File: src/rtl/lfs_pkg.sv
package lfs_pkg;
   typedef enum logic [1:0] {
      DRV_LS_ON   = 2'b00,
      DRV_D180    = 2'b01,
      DRV_D0      = 2'b10,
      DRV_DESTROY = 2'b11
   } drv_e;

   typedef enum logic [1:0] {
      GSEL_NONE = 2'b00,
      GSEL_G1   = 2'b01,
      GSEL_G2   = 2'b10,
      GSEL_DST  = 2'b11
   } gsel_e;

   localparam int unsigned DST_MIN_START = 2;
endpackage

File: src/rtl/lfs_chip_timer.sv
module lfs_chip_timer #(
   parameter int LO_DIV = 256,
   parameter int HI_DIV = 128
) (
   input  logic clk,
   input  logic rst_n,
   input  logic en,
   input  logic fast,
   output logic tick
);
   localparam int CW = (LO_DIV > 1) ? $clog2(LO_DIV) : 1;

   logic [CW-1:0] cnt_q;
   logic [CW-1:0] lim;

   assign lim  = fast ? CW'(HI_DIV - 1) : CW'(LO_DIV - 1);
   assign tick = en && (cnt_q >= lim);

   always_ff @(posedge clk or negedge rst_n) begin
      if (!rst_n)          cnt_q <= '0;
      else if (!en || tick) cnt_q <= '0;
      else                 cnt_q <= cnt_q + 1'b1;
   end
endmodule

File: src/rtl/lfs_buf_pair.sv
module lfs_buf_pair #(
   parameter int W  = 56,
   parameter int IW = $clog2(W)
) (
   input  logic          clk,
   input  logic          rst_n,
   input  logic [1:0]    wr,
   input  logic [W-1:0]  wdata,
   input  logic          lock,
   input  logic          lock_sel,
   input  logic          rel,
   input  logic          rel_sel,
   input  logic          rd_sel,
   input  logic [IW-1:0] rd_idx,
   output logic          rd_bit,
   output logic [1:0]    full
);
   logic [W-1:0] mem_q [2];

   for (genvar i = 0; i < 2; i++) begin : g_slot
      logic blocked;
      assign blocked = lock && (lock_sel == 1'(i));

      always_ff @(posedge clk or negedge rst_n) begin
         if (!rst_n) begin
            mem_q[i] <= '0;
            full[i]  <= 1'b0;
         end else if (wr[i] && !blocked) begin
            mem_q[i] <= wdata;
            full[i]  <= 1'b1;
         end else if (rel && (rel_sel == 1'(i))) begin
            full[i]  <= 1'b0;
         end
      end
   end

   assign rd_bit = mem_q[rd_sel][rd_idx];
endmodule

File: src/rtl/lfs_bit_window.sv
module lfs_bit_window #(
   parameter int W = 10
) (
   input  logic [W-1:0] pos,
   input  logic [W-1:0] lo,
   input  logic [W-1:0] len,
   output logic         hit
);
   logic [W-1:0] off;
   assign off = pos - lo;
   assign hit = (len != '0) && (pos >= lo) && (off < len);
endmodule

File: src/rtl/lfs_chan_drive.sv
module lfs_chan_drive
   import lfs_pkg::*;
(
   input  logic [1:0] mode,
   input  logic       active,
   input  logic       g2_hit,
   input  logic       dst_hit,
   output logic [1:0] drv,
   output logic [1:0] gain
);
   always_comb begin
      drv  = DRV_LS_ON;
      gain = GSEL_NONE;
      if (active) begin
         unique case (drv_e'(mode))
            DRV_D180, DRV_D0: begin
               drv  = mode;
               gain = g2_hit ? GSEL_G2 : GSEL_G1;
            end
            DRV_DESTROY: begin
               if (dst_hit) begin
                  drv  = DRV_DESTROY;
                  gain = GSEL_DST;
               end
            end
            default: ;
         endcase
      end
   end
endmodule

File: src/rtl/lfs_telegram_seq.sv
module lfs_telegram_seq
   import lfs_pkg::*;
#(
   parameter int NCH         = 8,
   parameter int BUF_W       = 56,
   parameter int LO_DIV      = 256,
   parameter int HI_DIV      = 128,
   parameter int G2_START_W  = 6,
   parameter int G2_LEN_W    = 7,
   parameter int DST_START_W = 6,
   parameter int DST_LEN_W   = 2,
   parameter int TCNT_W      = 10
) (
   input  logic                   clk,
   input  logic                   rst_n,
   input  logic [2*NCH-1:0]       cfg_chan_mode,
   input  logic                   cfg_fast_baud,
   input  logic                   cfg_auto_send,
   input  logic [G2_START_W-1:0]  cfg_g2_start_bytes,
   input  logic [G2_LEN_W-1:0]    cfg_g2_len_bits,
   input  logic [DST_START_W-1:0] cfg_dst_start_bits,
   input  logic [DST_LEN_W-1:0]   cfg_dst_len,
   input  logic [1:0]             buf_wr,
   input  logic [BUF_W-1:0]       buf_wdata,
   input  logic                   start_cmd,
   output logic                   chip_out,
   output logic [2*NCH-1:0]       chan_drive,
   output logic [2*NCH-1:0]       chan_gain,
   output logic [1:0]             buf_busy,
   output logic                   seq_idle
);
   localparam int IDX_W = $clog2(BUF_W);

   if (HI_DIV < 2 || LO_DIV < HI_DIV) begin : g_bad_div
      $error("chip dividers must satisfy 2 <= HI_DIV <= LO_DIV");
   end
   if (BUF_W < 2 || NCH < 1) begin : g_bad_size
      $error("buffer width and channel count too small");
   end
   if (TCNT_W <= G2_START_W + 3 || TCNT_W <= G2_LEN_W || TCNT_W <= DST_START_W + 1) begin : g_bad_tcnt
      $error("telegram counter too narrow for the window fields");
   end

   logic              active_q, cur_q, half_q;
   logic [IDX_W-1:0]  bit_q;
   logic [TCNT_W-1:0] tcnt_q;
   logic              tick, rd_bit, go, end_buf;
   logic [1:0]        full;
   logic              g2_hit, dst_hit;
   logic [DST_START_W-1:0] dst_lo;

   assign go      = !active_q && full[0] && (cfg_auto_send || start_cmd);
   assign end_buf = tick && half_q && (bit_q == '0);

   lfs_chip_timer #(.LO_DIV(LO_DIV), .HI_DIV(HI_DIV)) u_timer (
      .clk(clk), .rst_n(rst_n), .en(active_q), .fast(cfg_fast_baud), .tick(tick)
   );

   lfs_buf_pair #(.W(BUF_W), .IW(IDX_W)) u_bufs (
      .clk(clk), .rst_n(rst_n), .wr(buf_wr), .wdata(buf_wdata),
      .lock(active_q), .lock_sel(cur_q),
      .rel(end_buf), .rel_sel(cur_q),
      .rd_sel(cur_q), .rd_idx(bit_q), .rd_bit(rd_bit), .full(full)
   );

   always_ff @(posedge clk or negedge rst_n) begin
      if (!rst_n) begin
         active_q <= 1'b0;
         cur_q    <= 1'b0;
         half_q   <= 1'b0;
         bit_q    <= '0;
         tcnt_q   <= '0;
      end else if (go) begin
         active_q <= 1'b1;
         cur_q    <= 1'b0;
         half_q   <= 1'b0;
         bit_q    <= IDX_W'(BUF_W - 1);
         tcnt_q   <= '0;
      end else if (tick) begin
         half_q <= !half_q;
         if (half_q) begin
            if (tcnt_q != '1) tcnt_q <= tcnt_q + 1'b1;
            if (bit_q == '0) begin
               if (full[!cur_q]) begin
                  cur_q <= !cur_q;
                  bit_q <= IDX_W'(BUF_W - 1);
               end else begin
                  active_q <= 1'b0;
               end
            end else begin
               bit_q <= bit_q - 1'b1;
            end
         end
      end
   end

   assign dst_lo = (cfg_dst_start_bits < DST_START_W'(DST_MIN_START))
                   ? DST_START_W'(DST_MIN_START) : cfg_dst_start_bits;

   lfs_bit_window #(.W(TCNT_W)) u_g2_win (
      .pos(tcnt_q),
      .lo(TCNT_W'({cfg_g2_start_bytes, 3'b000})),
      .len(TCNT_W'(cfg_g2_len_bits)),
      .hit(g2_hit)
   );

   lfs_bit_window #(.W(TCNT_W)) u_dst_win (
      .pos(tcnt_q),
      .lo(TCNT_W'(dst_lo)),
      .len(TCNT_W'(cfg_dst_len) + TCNT_W'(1)),
      .hit(dst_hit)
   );

   for (genvar c = 0; c < NCH; c++) begin : g_chan
      lfs_chan_drive u_drv (
         .mode(cfg_chan_mode[2*c +: 2]),
         .active(active_q),
         .g2_hit(g2_hit),
         .dst_hit(dst_hit),
         .drv(chan_drive[2*c +: 2]),
         .gain(chan_gain[2*c +: 2])
      );
   end

   assign chip_out = active_q && (rd_bit ^ half_q);
   assign buf_busy = {active_q && cur_q, active_q && !cur_q};
   assign seq_idle = !active_q;
endmodule

File: config.mk
export PLATFORM = sky130hd
export DESIGN_NAME = lfs_telegram_seq
export DESIGN_NICKNAME = d
export VERILOG_FILES = /design/src/rtl/lfs_pkg.sv /design/src/rtl/lfs_chip_timer.sv /design/src/rtl/lfs_buf_pair.sv /design/src/rtl/lfs_bit_window.sv /design/src/rtl/lfs_chan_drive.sv /design/src/rtl/lfs_telegram_seq.sv
export SDC_FILE = /design/constraint.sdc
export NUM_CORES = 1
export LEC_CHECK = 0
export CORE_MARGIN = 1
export CORE_UTILIZATION = 30
export CTS_BUF_LIST = sky130_fd_sc_hd__clkbuf_2
export CTS_CLUSTER_DIAMETER = 30
export DETAILED_ROUTE_END_ITERATION = 10
export PLACE_DENSITY = 0.47
export SYNTH_ARGS = -nofsm -noshare
export SYNTH_HDL_FRONTEND = slang
export SYNTH_HIERARCHICAL = 1
export SYNTH_SLANG_ARGS = --single-unit
File: constraint.sdc
create_clock -name clk -period 3.8 [get_ports clk]
set_input_delay 0.38 -clock clk [delete_from_list [all_inputs] [get_ports clk]]
set_output_delay 0.38 -clock clk [all_outputs]
set_load 0.01 [all_outputs]
## After elaboration in Yosys (flattened, before gate mapping)

Index checks and enable logic that the tools add are counted.

- Flip-flop bits (word level): 141
- Input port bits: 100
- Logic and storage cells: 170

- Add/sub/neg operators: 6
- $lt $le $gt $ge: 9
- Eq/ne operators: 27
- Multiplexer cells: 69
- Bitwise operators: 3
- Reduce and logical (&&, ||, !) cells: 46

Operators with widths:

| kind | count |
|---|---|
| 56-bit 2-to-1 mux | 3 |
| 2-bit case mux with 2 select lines | 16 |
| 10-bit 2-to-1 mux | 4 |
| 2-bit 2-to-1 mux | 18 |
| 6-bit 2-to-1 mux | 6 |
| 2-bit == test, second input constant | 16 |
| 10-bit nonzero test | 2 |
| 1-bit 2-to-1 mux | 19 |
| 1-bit logical AND | 17 |
| 2-bit by 1-bit == test with 1-bit output, second input constant | 8 |
| 8-bit 2-to-1 mux | 2 |
| 2-bit OR reduction | 8 |
| 2-bit nonzero test | 7 |
| 10-bit by 1-bit adder with 10-bit output, second input constant | 1 |
| 10-bit by 6-bit >= comparator with 1-bit output | 1 |
| 10-bit by 9-bit >= comparator with 1-bit output | 1 |
| 10-bit by 3-bit < comparator with 1-bit output | 1 |
| 10-bit by 7-bit < comparator with 1-bit output | 1 |
| 10-bit inequality test, second input constant | 1 |
| 10-bit by 6-bit subtractor with 10-bit output | 1 |
| 10-bit by 9-bit subtractor with 10-bit output | 1 |
| 8-bit by 1-bit adder with 8-bit output, second input constant | 1 |
| 8-bit >= comparator | 1 |
| 4-bit AND reduction | 2 |
| 16 further kinds | 22 |

## Logic depth before layout (Yosys ltp)

Gate-level depths: netlist (run 1).

- Depth in word-level cells: 8
- Depth in mapped cells: 17
- Depth with buffers taken out: 17

## Cells and area by module

The synthesis (run 1) kept the hierarchy.

By module, submodules not included:

| module | instances | cells an instance | area an instance (um^2) | sequential area each (um^2) |
|---|---|---|---|---|
| lfs_buf_pair | 1 | 327 | 5233.8 | 2852.7 |
| lfs_telegram_seq | 1 | 125 | 1203.7 | 475.5 |
| lfs_bit_window (u_g2_win) | 1 | 110 | 812.0 | 0.0 |
| lfs_chan_drive | 8 | 15 | 101.3 | 0.0 |
| lfs_bit_window (u_dst_win) | 1 | 92 | 679.4 | 0.0 |
| lfs_chip_timer | 1 | 39 | 385.4 | 200.2 |

## Worst setup path after synthesis (run 1)

Ideal clock, no wire load.

- Path type: input to output
- Start point: input port cfg_dst_start_bits[4]
- End point: output port chan_gain[0]
- Arrival time: 3.893 ns
- Data required time: 3.420 ns
- Slack: -0.473 ns
- Stages: 16
- Buffers on the path: 0
- Path through: nor4_1 > or2_2 > inv_1 > fa_1 > a21o_1 > a221oi_2 > o21bai_1 > a21oi_2 > xnor2_1 > ha_1 > and4_1 > a21oi_1 > nand3_1 > a311oi_1 > nand2_1 > a21oi_1

- Word-level cells in the longest chain between the ends: 8
- Elaborated cells between the ends (all ways): 10

RTL lines:

| what | line | source |
|---|---|---|
| start, declared | lfs_telegram_seq.sv:21 | `input logic [DST_START_W-1:0] cfg_dst_start_bits,` |
| 6-bit by 2-bit < comparator with 1-bit output (*) | lfs_telegram_seq.sv:97 | `assign dst_lo = (cfg_dst_start_bits < DST_START_W'(DST_MIN_START))` |
| 6-bit 2-to-1 mux (*) | lfs_telegram_seq.sv:98 | `? DST_START_W'(DST_MIN_START) : cfg_dst_start_bits;` |
| named net dst_lo[1] | lfs_telegram_seq.sv:50 | `logic [DST_START_W-1:0] dst_lo;` |
| 10-bit by 6-bit subtractor with 10-bit output / 10-bit by 6-bit >= comparator with 1-bit output (equally long branches) | lfs_bit_window.sv:10, lfs_bit_window.sv:11 |  |
| 10-bit by 3-bit < comparator with 1-bit output / 1-bit logical AND (equally long branches) | lfs_bit_window.sv:11 | `assign hit = (len != '0) && (pos >= lo) && (off < len);` |
| 1-bit logical AND (*) | lfs_bit_window.sv:11 |  |
| named net dst_hit | lfs_telegram_seq.sv:49 | `logic g2_hit, dst_hit;` |
| 2-bit 2-to-1 mux (*) | lfs_chan_drive.sv:21 | `if (dst_hit) begin` |
| 2-bit case mux with 2 select lines (*) | lfs_chan_drive.sv:15 | `unique case (drv_e'(mode))` |
| 2-bit 2-to-1 mux (*) | lfs_chan_drive.sv:14 | `if (active) begin` |
| end, declared | lfs_telegram_seq.sv:28 | `output logic [2*NCH-1:0] chan_gain,` |

The timed path passes the listed nets; every way through them passes the cells marked *.

## Worst setup path after layout (run 1)

- Start point: register tcnt_q[0]
- End point: output port chan_drive[10]

- Word-level cells in the longest chain between the ends: 6
- Elaborated cells between the ends (all ways): 8

RTL lines:

| what | line | source |
|---|---|---|
| start, declared | lfs_telegram_seq.sv:46 | `logic [TCNT_W-1:0] tcnt_q;` |
| start signal, assigned | lfs_telegram_seq.sv:82 | `if (tcnt_q != '1) tcnt_q <= tcnt_q + 1'b1;` |
| 10-bit by 6-bit subtractor with 10-bit output / 10-bit by 6-bit >= comparator with 1-bit output (equally long branches) | lfs_bit_window.sv:10, lfs_bit_window.sv:11 |  |
| 10-bit by 3-bit < comparator with 1-bit output / 1-bit logical AND (equally long branches) | lfs_bit_window.sv:11 |  |
| 1-bit logical AND (*) | lfs_bit_window.sv:11 |  |
| named net dst_hit | lfs_telegram_seq.sv:49 |  |
| 2-bit 2-to-1 mux (*) | lfs_chan_drive.sv:21 |  |
| 2-bit case mux with 2 select lines (*) | lfs_chan_drive.sv:15 |  |
| 2-bit 2-to-1 mux (*) | lfs_chan_drive.sv:14 |  |
| end, declared | lfs_telegram_seq.sv:27 | `output logic [2*NCH-1:0] chan_drive,` |

Marks and branches as above.

==> impl_metrics.yaml, run 1 <==
synth:
  synth_area_sq_um: 9130
  ys.flop_type: "dfrtp_1"
  synth-compound-area-share_pct: 11.6
  synth_top_cell_area_share_pct: 38.7
  yosysWarnings: 6
  synth_area_per_cell_sq_um: 11.2
  synth_fa_ha_area_share_pct: 8.67
  netlist_instances: 813
  synth_top_cell_by_area: "dfrtp_1"
  async_reset_ff_share_pct: 100
  yosysSeqAreaShare_pct: 38.7
  yosys.area_share.simple_pct: 10.9
  synth_xor_area_share_pct: 2.21
  ys_ff_latch: 141
  ys_types: 72
  synthMuxAreaShare_pct: 22.9
  netlist_top_cells_area: "dfrtp_1 (39%), mux2_2 (14%), ha_1 (8.2%)"
  synth_top_family_by_area: "multiplexers"
  synth-edff-count: 0
drt:
  initialDrtViolationCount: 210
  drc_errors: 0
  vias: 6816
  via_per_inst: 4.72
  first_pass_iters: 4
  drt-wirelength-per-cell_um: 15.2
  antenna_left: 0
  drt-total-wl_mm: 21.9
sta:
  worst_pin_slew_ns: 0.909
  finalSetupTns_ns: -19.72
  layout_min_cycle_time_ns: 4.45
  finalCritPeriodShare_pct: 117
  fmax_mhz: 225
  skew_ns: 0.0311
  setup_slack_ns: -0.649
  rsz0062_at_grt: "true"
  holdWs_ns: 0.294
  setup_viol: 32
  hold_viol_final: 0
  finalMaxSlewViolations: 0
  relSlewSlack_pct: 39.4
setup_path:
  worst-path-stages: 19
  worst_path_max_delay_cell: "dfrtp_1"
  critPathMaxFanout: 7
  rr_worst_depth: 6
  cp_data_required_time_ns: 3.42
  worst-setup-path-type: "flip-flop to primary output"
  r2r-end: "tcnt_q[9]"
  cp.arrival_ns: 4.07
  r2r_slack_ns: 1.32
  cp_slowest_stage_delay_ns: 0.43
  path_buf_inv: 5
  crit_path_start: "tcnt_q[0]"
  r2r_start: "active_q"
  startpoint_type: "flip-flop"
  end_kind: "primary output"
  path_delay_family: "compound AO/OA/AOI/OAI gates"
  crit_end: "chan_drive[10]"
  crit_chain: "inv_1, ha_1, inv_2, fa_2, a21o_1, a221oi_2, o21bai_1, a21oi_2, xnor2_1, ha_1, and4_4, a21oi_2, nand3_2, a311oi_4, buf_12, buf_6, nand2_4, o21ai_2, buf_2"
hold_path:
  hold_class: "input pin to flip-flop"
floorplanning:
  start_util_pct: 30.6
  die_area_sq_um: 31100
  rows: 63
  fp.dieH_um: 176
  fp.dieW_um: 176
  core-area_sq_um: 29800
  io_pins: 136
power_and_ir_drop:
  p_leak_uw: 0.00544
  power.density_nw_per_um2: 359
  peakVddDrop_mv: 0.197
status:
  status: "complete, but fails checks"
  violations: "negative setup slack"
global_route:
  antenna_found_initial: 1
  grt_pass1_vias: 6897
  grt_max_degree: 98
  grt_pass1_wl_mm: 36.2
  grt_usage_pct: 14.7
  grt-ovfl-total: 0
clock_network:
  cts_tree: "yes"
  clk_latency_ns: 0.70
  clockRootBuffer: "clkbuf_2"
  clk_pin_slew_ns: 0.21
  cts.path.max_buffers: 2
  cts.sinks: 141
  cts_max_level: 4
  cts_made_buffers: 17
cells_and_area:
  drive_gt1_share_pct: 33.5
  multi_input_area_sq_um: 5430
  ff_latch_area_sq_um: 3540
  areaGrowthSynthToFinish_pct: 30.1
  fillers: 2975
  nNetsFinal: 1202
  mostFrequentLayoutCells: "dfrtp_1 (137), mux2_2 (112), clkdlybuf4s50_1 (101)"
  layout_commonest_cell: "dfrtp_1"
job:
  max_cap_violations: 0
placed_design:
  hpwl_mm: 15.8
  io_buffers: 135
  globalplace.congestion: 0.780
## timing repair
action	CTS	global route
hold buffers	1	0
pin swaps	14	9
gates resized for setup	145	5
hold endpoints to repair	96	0
setup buffers	11	2
endpoints found under the setup margin	33	33
cloned	1	1
## layout make-up
type                       count  share of cell area [%]
multi-input combinational    590                    45.7
sequential                   141                    29.8
antenna                        1                  0.0211
tap                          390                    4.11
clock buffer                  17                   0.717
timing repair buffer         212                    15.9
inverter                      78                    2.47
clock inverter                14                    1.29
## metal layers
metal,routed length [um],track usage [%],vias up
li1,-,-,3386
met1,10800,20.3,3281
met2,9850,23.2,135
met3,1070,3.32,14
met4,208,3.56,0
met5,0,0,-
## synth_stat cells (14+ instances only)
cell and number:
nand2b_1 18, xnor2_1 14, o21ai_0 17, ha_1 60
mux4_1 14, a21oi_1 42, mux2i_1 17, dfrtp_1 141
mux2_2 112, nand3_1 16, nor2_1 18, inv_1 78
nand2_1 47
## power by group
part	internal [uW]	leakage (uW)	switching, uW
clock network	353	0.000141	550
registers	1860	0.00167	204
logic	770	0.00363	526
total	2980	0.00544	1280
## kinds of logic after synthesis
logic type / after synthesis
AO/OA/AOI/OAI: 144
XOR/XNOR: 23
adder cells (fa/ha/maj): 62
buffers and inverters: 107
flip-flops: 141
multiplexers: 156
other: 1
AND/OR/NAND/NOR: 179
## flip-flops by register name (all words and copies together), names as in the netlist
| signal | cells |
|---|---|
| active_q | 1 |
| u_bufs/mem_q | 112 |
| u_timer/cnt_q | 8 |
| bit_q | 6 |
| cur_q | 1 |
| u_bufs/full | 2 |
| tcnt_q | 10 |
| half_q | 1 |
## metrics by stage
step	setup WS [ns]	util, %	power [uW]	cell area [sq um]	instances
after floorplan	-0.0629	-	2930	9350	838
after global placement	-1.05	38.8	3390	11600	1395
after detailed placement	-1.08	38.8	3410	11600	1395
after CTS	-0.850	39.6	4310	11800	1439
after global routing	-1.03	39.8	4570	11900	1443
final	-0.649	39.8	4260	11900	1443
## worst reg2reg max path, delay by kind of cell (launching register included)
kind	cells	cell delay [ns]
and+or+nand+nor	2	0.77
AOI/OAI and AO/OA	3	0.65
DFF	1	0.58
buffers and inverters	1	0.43
## worst min-delay path by stage
stage | from | endpoint | slack [ns] | cells after the start
final | buf_wdata[51] | u_bufs/mem_q[51] | 0.29 | 2
after global routing | buf_wdata[45] | u_bufs/mem_q[101] | 0.19 | 2
after CTS | buf_wdata[6] | u_bufs/mem_q[62] | 0.22 | 2
after detailed placement | u_timer/cnt_q[0] | u_timer/cnt_q[0] | 0.48 | 1
after global placement | u_bufs/mem_q[96] | u_bufs/mem_q[96] | 0.48 | 1
after floorplan | rst_n | active_q | 0.08 | 0
Note: power is estimated with default switching activity, not from simulation.
==> run 2, diff against run 1 <==
--- a/config.mk
+++ b/config.mk
@@ -11,6 +11,7 @@
 export CTS_CLUSTER_DIAMETER = 30
 export DETAILED_ROUTE_END_ITERATION = 10
 export PLACE_DENSITY = 0.47
+export SLEW_MARGIN = 20
 export SYNTH_ARGS = -nofsm -noshare
 export SYNTH_HDL_FRONTEND = slang
 export SYNTH_HIERARCHICAL = 1
==> results of run 2 <==
The final DEF is identical to that of run 1; final timing and power are the same.
==> run 3, diff against run 2 <==
--- a/config.mk
+++ b/config.mk
@@ -5,12 +5,13 @@
 export SDC_FILE = /design/constraint.sdc
 export NUM_CORES = 1
 export LEC_CHECK = 0
-export CORE_MARGIN = 1
 export CORE_UTILIZATION = 30
 export CTS_BUF_LIST = sky130_fd_sc_hd__clkbuf_2
 export CTS_CLUSTER_DIAMETER = 30
 export DETAILED_ROUTE_END_ITERATION = 10
-export PLACE_DENSITY = 0.47
+export DONT_BUFFER_PORTS = 1
+export PLACE_DENSITY = 0.41
+export REMOVE_ABC_BUFFERS = 1
 export SLEW_MARGIN = 20
 export SYNTH_ARGS = -nofsm -noshare
 export SYNTH_HDL_FRONTEND = slang
==> run 3 against run 2 <==
  * The run still ends with negative setup slack left
  * Final cell count shrank 8.2%
  * Global-route usage fell by 0.37 points
  * Sequential power about the same
  * Largest power group unchanged
  * Power down 3.7%
  * Sequential share of layout area up 2.5 points
  * Register-to-register slack better by 0.14 ns
  * Worst hold slack got worse by 0.20 ns
  * Clock power down 6.5%
==> impl_metrics.yaml, run 3 (synthesis results as in run 1) <==
sta:
  finalMaxSlewViolations: 0
  finalCritPeriodShare_pct: 116
  rsz0062_at_grt: "true"
  hold_viol_final: 0
  skew_ns: 0.0324
  relSlewSlack_pct: 38.7
  worst_pin_slew_ns: 0.914
  setup_slack_ns: -0.602
  layout_min_cycle_time_ns: 4.40
  setup_viol: 32
  fmax_mhz: 227
clock_network:
  cts_max_level: 4
  cts.path.max_buffers: 2
  clockRootBuffer: "clkbuf_2"
  cts_tree: "yes"
  clk_latency_ns: 0.68
  clk_pin_slew_ns: 0.21
  cts_made_buffers: 17
  cts.sinks: 141
setup_path:
  cp.arrival_ns: 4.02
  worst_path_max_delay_cell: "dfrtp_1"
  worst-path-stages: 17
  end_kind: "primary output"
  crit_chain: "inv_1, ha_1, inv_2, fa_2, a21o_1, a221oi_2, o21bai_1, a21oi_2, xnor2_1, ha_1, and4_4, a21oi_2, nand3_1, a311oi_2, buf_6, nand2_2, a21oi_4"
  cp_data_required_time_ns: 3.42
  r2r-end: "tcnt_q[9]"
  cp_slowest_stage_delay_ns: 0.42
  crit_path_start: "tcnt_q[0]"
  critPathMaxFanout: 8
  r2r_slack_ns: 1.46
  path_delay_family: "compound AO/OA/AOI/OAI gates"
  startpoint_type: "flip-flop"
  path_buf_inv: 3
  crit_end: "chan_gain[5]"
  r2r_start: "u_timer/cnt_q[7]"
  rr_worst_depth: 8
  worst-setup-path-type: "flip-flop to primary output"
floorplanning:
  core-area_sq_um: 29800
  die_area_sq_um: 31100
  rows: 63
  start_util_pct: 30.6
  fp.dieH_um: 176
  fp.dieW_um: 176
  io_pins: 136
global_route:
  grt-ovfl-total: 0
  grt_max_degree: 142
  grt_pass1_wl_mm: 35.1
  antenna_found_initial: 2
  grt_usage_pct: 14.3
  grt_pass1_vias: 6577
drt:
  first_pass_iters: 4
  via_per_inst: 4.88
  drt-wirelength-per-cell_um: 16.2
  initialDrtViolationCount: 182
  drt-total-wl_mm: 21.5
  drc_errors: 0
  vias: 6466
  antenna_left: 0
status:
  violations: "negative setup slack"
  status: "complete, but fails checks"
power_and_ir_drop:
  power.density_nw_per_um2: 375
  p_total_uw: 4110
  p_leak_uw: 0.00480
  peakVddDrop_mv: 0.225
cells_and_area:
  regMostFlops: "u_bufs/mem_q"
  mostFrequentLayoutCells: "dfrtp_1 (139), mux2_2 (112), inv_1 (77)"
  largest_register_ff_count: 112
  layout_commonest_cell: "dfrtp_1"
  top_regs: "u_bufs/mem_q x112, tcnt_q x10, u_timer/cnt_q x8"
  areaGrowthSynthToFinish_pct: 20.1
  fin_cells: 1324
  drive_gt1_share_pct: 29.4
  nNetsFinal: 1082
  finish.utilization_pct: 36.8
placed_design:
  globalplace.congestion: 0.800
  dp.cells: 1227
  io_buffers: 0
  hpwl_mm: 15.2
hold_path:
  hold_class: "input pin to flip-flop"
job:
  max_cap_violations: 0
## run 3: cell count changes in the layout (fill, tap and decap cells not counted), moves of 6 or more
cell / before / now
nand2_2: 9 / 15
buf_4: 67 / 31
dlygate4sd3_1: 1 / 57
o22ai_4: 0 / 6
o22ai_2: 8 / 2
buf_2: 32 / 0
a21oi_2: 19 / 5
clkdlybuf4s50_1: 101 / 0
a21oi_4: 0 / 14
nand2_4: 8 / 2
## run 3: metal layers
layer	up-vias	global-route usage (%)	routed length [um]
met4	0	3.34	216
met5	-	0	0
li1	3161	-	-
met3	19	3.47	1060
met2	137	24.2	10300
met1	3149	18.3	9890
## run 3: cell type report
class | count | area (sq um)
clock inverter | 12 | 124
antenna | 2 | 5.00
inverter | 78 | 293
sequential | 141 | 3530
multi-input combinational | 590 | 5550
timing repair buffer | 92 | 877
fill | 3003 | 18800
clock buffer | 19 | 95.1
tap | 390 | 488
## run 3: how the worst min path moves through the flow
stage | start | end | slack [ns] | cells past startpoint
after global placement | rst_n | u_bufs/mem_q[3] | 0.09 | 0
after CTS | cfg_auto_send | bit_q[0] | 0.002 | 2
after floorplan | rst_n | active_q | 0.08 | 0
after global routing | cfg_auto_send | bit_q[0] | 0.01 | 2
after detailed placement | rst_n | u_bufs/mem_q[7] | 0.09 | 0
final | cfg_auto_send | bit_q[0] | 0.09 | 2
## run 3: stage by stage
stage               TNS (ns)  instance area (sq um)  hold WS (ns)  worst slack, ns
floorplan            -234.63                   9060        0.0844            -1.97
global placement       -9.57                   9780        0.0895           -0.408
detailed placement    -11.16                   9780        0.0890           -0.457
CTS                   -23.45                  10900       0.00152           -0.767
global route          -30.02                  11000        0.0117           -0.975
finish                -18.00                  11000        0.0934           -0.602
## run 3: repair_timing
action,CTS,global route
endpoints found under the hold margin,253,0
gates resized for setup,50,13
setup buffers,5,1
gates cloned,0,0
endpoints found under the setup margin,33,33
hold buffers,58,0
pin swaps,23,8
## run 3: worst register-to-register path, cell delays in order (launching register included)
cell and delay [ns]:
dfrtp_1 0.44, ha_1 0.28, nand4_1 0.11, nor2_1 0.10, o21a_1 0.20, and2_2 0.24
o31ai_2 0.21, or4_1 0.52, a21oi_1 0.17
## run 3: report_power, final
group	internal, uW	switching [uW]
Sequential	1860	207
Combinational	682	513
Clock	297	547
